==> src/rtl/cfg_port.sv <==
module cfg_port #(
  parameter int          ADDR_W    = 16,
  parameter logic [15:0] IDX_PORT  = 16'h002E,
  parameter logic [15:0] DAT_PORT  = 16'h002F,
  parameter logic [31:0] KEY       = 32'h8701_5555,
  parameter logic [15:0] CHIP_ID   = 16'h8728,
  parameter logic [7:0]  CHIP_REV  = 8'hA3,
  parameter logic [7:0]  LDN_IDX   = 8'h07,
  parameter logic [7:0]  EXIT_IDX  = 8'h02,
  parameter logic [7:0]  EXIT_VAL  = 8'h02,
  parameter logic [7:0]  DEV_BASE  = 8'h30
) (
  input  logic              clk,
  input  logic              rst_n,
  input  logic [ADDR_W-1:0] io_addr,
  input  logic              io_wr,
  input  logic              io_rd,
  input  logic [7:0]        io_wdata,
  output logic [7:0]        io_rdata,
  output logic              cfg_open,
  output logic [7:0]        dev_ldn,
  output logic [7:0]        dev_idx,
  output logic [7:0]        dev_wdata,
  output logic              dev_wr,
  output logic              dev_rd,
  input  logic [7:0]        dev_rdata
);

  localparam logic [ADDR_W-1:0] IDX_A = ADDR_W'(IDX_PORT);
  localparam logic [ADDR_W-1:0] DAT_A = ADDR_W'(DAT_PORT);
  localparam logic [7:0] KEY_FIRST = KEY[31:24];

  logic       open_q;
  logic [1:0] kpos;
  logic [7:0] idx_q, ldn_q;

  wire hit_idx = io_addr == IDX_A;
  wire hit_dat = io_addr == DAT_A;
  wire wr_idx  = io_wr && hit_idx;
  wire wr_dat  = io_wr && hit_dat;
  wire is_dev  = idx_q >= DEV_BASE;
  wire [7:0] key_byte = 8'(KEY >> {2'd3 - kpos, 3'b000});

  always_ff @(posedge clk) begin
    if (!rst_n) begin
      open_q <= 1'b0;
      kpos   <= 2'd0;
      idx_q  <= 8'h00;
      ldn_q  <= 8'h00;
    end else if (!open_q) begin
      if (wr_idx) begin
        if (io_wdata == key_byte) begin
          if (kpos == 2'd3) begin
            open_q <= 1'b1;
            kpos   <= 2'd0;
          end else begin
            kpos <= kpos + 2'd1;
          end
        end else begin
          kpos <= (io_wdata == KEY_FIRST) ? 2'd1 : 2'd0;
        end
      end
    end else begin
      if (wr_idx) idx_q <= io_wdata;
      if (wr_dat && idx_q == LDN_IDX) ldn_q <= io_wdata;
      if (wr_dat && idx_q == EXIT_IDX && io_wdata == EXIT_VAL) open_q <= 1'b0;
    end
  end

  always_comb begin
    io_rdata = 8'hFF;
    if (open_q && hit_idx) begin
      io_rdata = idx_q;
    end else if (open_q && hit_dat) begin
      if (is_dev) io_rdata = dev_rdata;
      else begin
        case (idx_q)
          LDN_IDX: io_rdata = ldn_q;
          8'h20:   io_rdata = CHIP_ID[15:8];
          8'h21:   io_rdata = CHIP_ID[7:0];
          8'h22:   io_rdata = {4'h0, CHIP_REV[3:0]};
          default: io_rdata = 8'h00;
        endcase
      end
    end
  end

  assign cfg_open  = open_q;
  assign dev_ldn   = ldn_q;
  assign dev_idx   = idx_q;
  assign dev_wdata = io_wdata;
  assign dev_wr    = open_q && wr_dat && is_dev;
  assign dev_rd    = open_q && io_rd && hit_dat && is_dev;

  // opening only follows a final key byte on the index port
  a_r2_open_after_key: assert property (@(posedge clk) disable iff (!rst_n)
    $rose(open_q) |-> $past(io_wr && hit_idx && io_wdata == KEY[7:0]));

  // closing only follows the exit write
  a_r9_close_on_exit: assert property (@(posedge clk) disable iff (!rst_n)
    $fell(open_q) |-> $past(io_wr && hit_dat && idx_q == EXIT_IDX && io_wdata == EXIT_VAL));

  // device number changes only through an open data-port write at index 0x07
  a_r6_ldn_write: assert property (@(posedge clk) disable iff (!rst_n)
    !$stable(ldn_q) |-> $past(open_q && io_wr && hit_dat && idx_q == LDN_IDX));

  // index changes only through an open index-port write
  a_r5_idx_write: assert property (@(posedge clk) disable iff (!rst_n)
    !$stable(idx_q) |-> $past(open_q && io_wr && hit_idx));

  // device strobes never coincide with a locked port
  a_r8_dev_gated: assert property (@(posedge clk) disable iff (!rst_n)
    (dev_wr || dev_rd) |-> (cfg_open && dev_idx >= DEV_BASE));

endmodule

==> config.mk <==
export PLATFORM = sky130hd
export DESIGN_NAME = cfg_port
export DESIGN_NICKNAME = d
export VERILOG_FILES = /design/src/rtl/cfg_port.sv
export SDC_FILE = /design/constraint.sdc
export NUM_CORES = 1
export LEC_CHECK = 0
export BUFFER_PORTS_ARGS = -buffer_cell sky130_fd_sc_hd__buf_4
export CAP_MARGIN = 20
export CORE_MARGIN = 2
export CORE_UTILIZATION = 50
export CTS_BUF_LIST = sky130_fd_sc_hd__clkbuf_8
export DETAILED_ROUTE_END_ITERATION = 16
export PLACE_DENSITY_LB_ADDON = 0.05
export SLEW_MARGIN = 10
export SYNTH_ARGS = -nofsm -noshare
export SYNTH_HDL_FRONTEND = slang
export SYNTH_SLANG_ARGS = --single-unit
==> constraint.sdc <==
create_clock -name clk -period 3.7 [get_ports clk]
set_input_delay 0.185 -clock clk [delete_from_list [all_inputs] [get_ports clk]]
set_output_delay 0.185 -clock clk [all_outputs]
set_load 0.01 [all_outputs]
Yosys cells after proc, flatten, opt, wreduce, memory -nomap -nowiden
Cells that the tools add are included.
{ "classes": {"addsub": 2, "n_lt_le_gt_ge": 1, "eq_ne": 11, "n_shift": 1, "n_mux": 12, "n_bitwise": 1, "reduce_logical": 15} }
{ "op_table": {"columns": ["operator", "count"], "rows": [
  ["equality test 16 x 6 -> 1 bit, second input constant", 2],
  ["one-hot mux 8 bit (4 select lines)", 1],
  ["right shift 32 x 5 -> 8 bit, first input constant", 1],
  ["equality test 8 x 6 -> 1 bit, second input constant", 3],
  ["2-to-1 mux 8 bit", 3],
  ["equality test 8 x 2 -> 1 bit, second input constant", 2],
  ["logical AND 1 bit", 12],
  ["equality test 8 x 3 -> 1 bit, second input constant", 1],
  ["equality test 8 bit", 1],
  ["equality test 8 bit, second input constant", 1],
  ["greater-or-equal comparator 8 x 6 -> 1 bit, second input constant", 1],
  ["2-to-1 mux 1 bit", 6],
  ["AND reduction 2 bit", 3],
  ["2-to-1 mux 2 bit", 2],
  ["adder 2 x 1 -> 2 bit, second input constant", 1],
  ["equality test 2 bit, second input constant", 1],
  ["subtractor 2 bit, first input constant", 1],
  ["inverter 1 bit", 1]
]} }
{ "totals": {"regBits": 19, "output_inout_bits": 35} }

Depth between registers and ports, before layout
{ "depth": {"ltp_word": 6, "ltp_mapped": 7, "depth_no_buf": 7} }

Worst setup path after synthesis
Ideal clock, no wire load.
{ "synth_path": {"path_type": "flip-flop to output port", "startpoint": "register open_q, in the netlist cfg_open", "endpoint": "output dev_rd", "t_arrival_ns": 1.622, "setup_slack_ns": 1.893, "stages_incl_launch_ff": 5, "path_cell_list": "dfxtp_1 -> or4b_1 -> nor4_4 -> clkbuf_1 -> and4_1"} }
{ "synth_between": {"elab_chain_len": 3} }
{ "synth_lines": {"columns": ["element", "line", "source"], "rows": [
  ["start: declaration", "33", "logic open_q;"],
  ["start signal: assignment", "46", "open_q <= 1'b0;"],
  ["start signal: assignment", "54", "open_q <= 1'b1;"],
  ["start signal: assignment", "66", "if (wr_dat && idx_q == EXIT_IDX && io_wdata == EXIT_VAL) open_q <= 1'b0;"],
  ["logical AND 1 bit (3 in series)", "93", "assign dev_rd = open_q && io_rd && hit_dat && is_dev;"],
  ["end: declaration", "25", "output logic dev_rd,"]
]} }
Every way passes these cells.

Worst setup path after layout
{ "layout_path": {"startpoint": "register open_q, in the netlist cfg_open", "endpoint": "register idx_q[1], in the netlist dev_idx[1]"} }
{ "layout_between": {"elab_chain_len": 1} }
{ "layout_lines": {"columns": ["element", "line", "source"], "rows": [
  ["AND reduction 2 bit (no source line)", null, null],
  ["end signal: assignment", "64", "if (wr_idx) idx_q <= io_wdata;"],
  ["end: declaration", "35", "logic [7:0] idx_q, ldn_q;"]
]} }
Every way passes these cells.
A chain may end at the register's enable or synchronous reset.

==> impl_metrics.yaml <==
routing:
  drc: 0
  viasPerCell: 5.75
  wl_um: 3890
  dr_total_vias: 1450
  dr.pass1.iters: 4
  drtIter0Drc: 76
  ant_nets: 0
  wl_per_cell_um: 15.5
die:
  die_w_um: 56.0
  start_util_pct: 53.7
  core_area_um2: 2520
  io_pins: 71
  fp.dieArea_um2: 3140
  row_count: 18
  die_h_um: 56.0
layout:
  nFillCells: 197
  multi_input_area_um2: 875
  areaGrowthSynthToFinish_pct: 38.2
  instances_no_fill: 252
  final_nets: 262
  drive_gt1_share_pct: 35.1
  regArea_um2: 380
  num_antenna_cells: 0
sta:
  skew_ps: 1.80
  final-setup-viol-count: 0
  rsz0062_at_grt: "no"
  setup-tns-final_ps: 0
  min_period_ps: 2370
  tightestPinTransition_ps: 586
  post-route-period-util_pct: 63.9
  max_freq_mhz: 423
  slew_headroom_pct: 60.7
  slew_violations: 0
  hold_viol_final: 0
worst_setup_path:
  path_buf_inv: 0
  cp-start-kind: "flip-flop"
  crit_chain: "or4b_1, nor4_4, and2_1, mux2i_1, nor2b_1"
  cp.arrival_ps: 2510
  critPathKind: "reg2reg"
  crit_path_end_kind: "flip-flop"
  critical_path.top_delay_family: "simple AND/OR/NAND/NOR gates"
  cp_slowest_cell: "and2_1"
  cp_max_fo: 12
  crit_path_max_incr_delay_ps: 520
  crit_required_ps: 3850
synth:
  async_reset_ff_share_pct: 0
  yosys_warnings: 0
  synth_edf_count: 0
  netlist.area_leader.share_pct: 28.1
  syn_area_per_cell_um2: 8.36
  synth_cells: 162
  syn-num-nets: 201
  ys_ff_latch: 19
  synth_most_common_cell: "nand2_1"
  synth_area_leaders: "dfxtp_1 (28%), mux2i_1 (12%), nor2b_1 (8.3%)"
  synthFlopType: "dfxtp_1"
  yosysSeqAreaShare_pct: 28.1
  syn-cell-area_um2: 1350
  yosysTopAreaCell: "dfxtp_1"
  synth.distinct_cells: 39
  synthTopCellsByCount: "nand2_1 (20), dfxtp_1 (19), nor2b_1 (18), mux2i_1 (16), nor2_1 (11)"
power:
  p_leak_nw: 0.845
  powerDensity_nw_per_um2: 220
  ir_worst_vdd_mv: 0.247
  p_total_mw: 0.411
global_route:
  grt_pass1_wl_um: 6290
  grt_usage_pct: 24.6
  grt_overflow: 0
  grt_max_degree: 20
  antenna_found_initial: 0
  grt_pass1_vias: 1297
clock_tree:
  cts_tree: "done"
  clock-sinks: 19
  cts-resized-gates: 0
  clkTransAtPathRegs_ps: 70
  htreeDepth: 1
  numCtsBuffers: 3
  cts-root-buf: "clkbuf_8"
  cts_setup_buffers: 0
  cts.hold.buffers_added: 0
  clk_latency_ps: 250
  clock_path_buffers: 2
place:
  io_buffers: 70
  dp_cells: 248
  dp_hpwl_um: 3060
  place_congestion: 0.841
status:
  status: "complete, no violations"
min_path:
  hold_class: "in2reg"
run:
  max_cap_violations: 0
[flip-flops by register name (all words and copies together) (netlist names)]
name	flops
kpos	2
dev_idx	8
cfg_open	1
dev_ldn	8
[tightest hold or removal path: stages]
cell	delay, ps
buf_4	100
mux2i_1	60
nor2b_1	90
[area by class of cell]
class | instances | area share (%)
Clock buffer | 3 | 2.21
Timing Repair Buffer | 70 | 28.1
Tap cell | 30 | 2.01
Sequential cell | 19 | 20.3
Clock inverter | 1 | 0.201
Inverter | 2 | 0.401
Multi-Input combinational cell | 127 | 46.8
[layer usage]
| metal | up-vias | track usage, % | share of wire, % |
|---|---|---|---|
| met5 | - | 0 | 0 |
| met4 | 0 | 6.80 | 1.1 |
| met3 | 6 | 2.79 | 9.9 |
| met2 | 84 | 40.7 | 47 |
| met1 | 656 | 33.7 | 42 |
| li1 | 704 | - | - |
[path summary, 6_finish.rpt]
| kind | startpoint | end | slack (ps) | depth (start not counted) |
|---|---|---|---|---|
| max | cfg_open | dev_idx[1] | 1330 | 5 |
| min | io_wdata[5] | dev_idx[5] | 220 | 3 |
| max reg2reg | cfg_open | dev_idx[1] | 1330 | 5 |
| min reg2reg | kpos[1] | kpos[1] | 500 | 2 |
[per-stage QoR]
step / setup WS, ps / cell area (um^2) / util, % / hold WS [ps]
floorplan: 1890 / 1350 / - / 313
global placement: 1400 / 1830 / 72.4 / 471
detailed placement: 1340 / 1830 / 72.4 / 479
CTS: 1370 / 1870 / 74.2 / 218
global route: 1220 / 1870 / 74.2 / 238
finish: 1330 / 1870 / 74.2 / 218
[cells in the final DEF (no fill, tap or decap), types with 3 or more instances in the layout]
cell type and count:
nand2_1 20, o21ai_0 5, clkbuf_8 3, nor2b_1 18, dfxtp_1 19, nor2_1 11
ha_1 3, a31oi_1 3, a21oi_1 3, buf_4 70, mux2i_1 16, o21ai_1 7
inv_1 3, a221oi_1 4, nand3_1 4
[report_power, final]
part | internal [mW] | switching (mW)
Clock | 0.0737 | 0.0648
Combinational | 0.0388 | 0.0292
Sequential | 0.204 | 0.000000239
Total | 0.317 | 0.0940
[cell families after synthesis]
| kind of cell | count (synthesis) | share of synthesized area (%) |
|---|---|---|
| AO/OA/AOI/OAI | 29 | 13.8 |
| buffers and inverters | 16 | 7.30 |
| adder cells (fa/ha/maj) | 3 | 2.77 |
| multiplexers | 16 | 11.8 |
| flip-flops | 19 | 28.1 |
| XOR/XNOR | 1 | 0.647 |
| AND/OR/NAND/NOR | 78 | 35.6 |
Power figures use the tool's default switching activity.
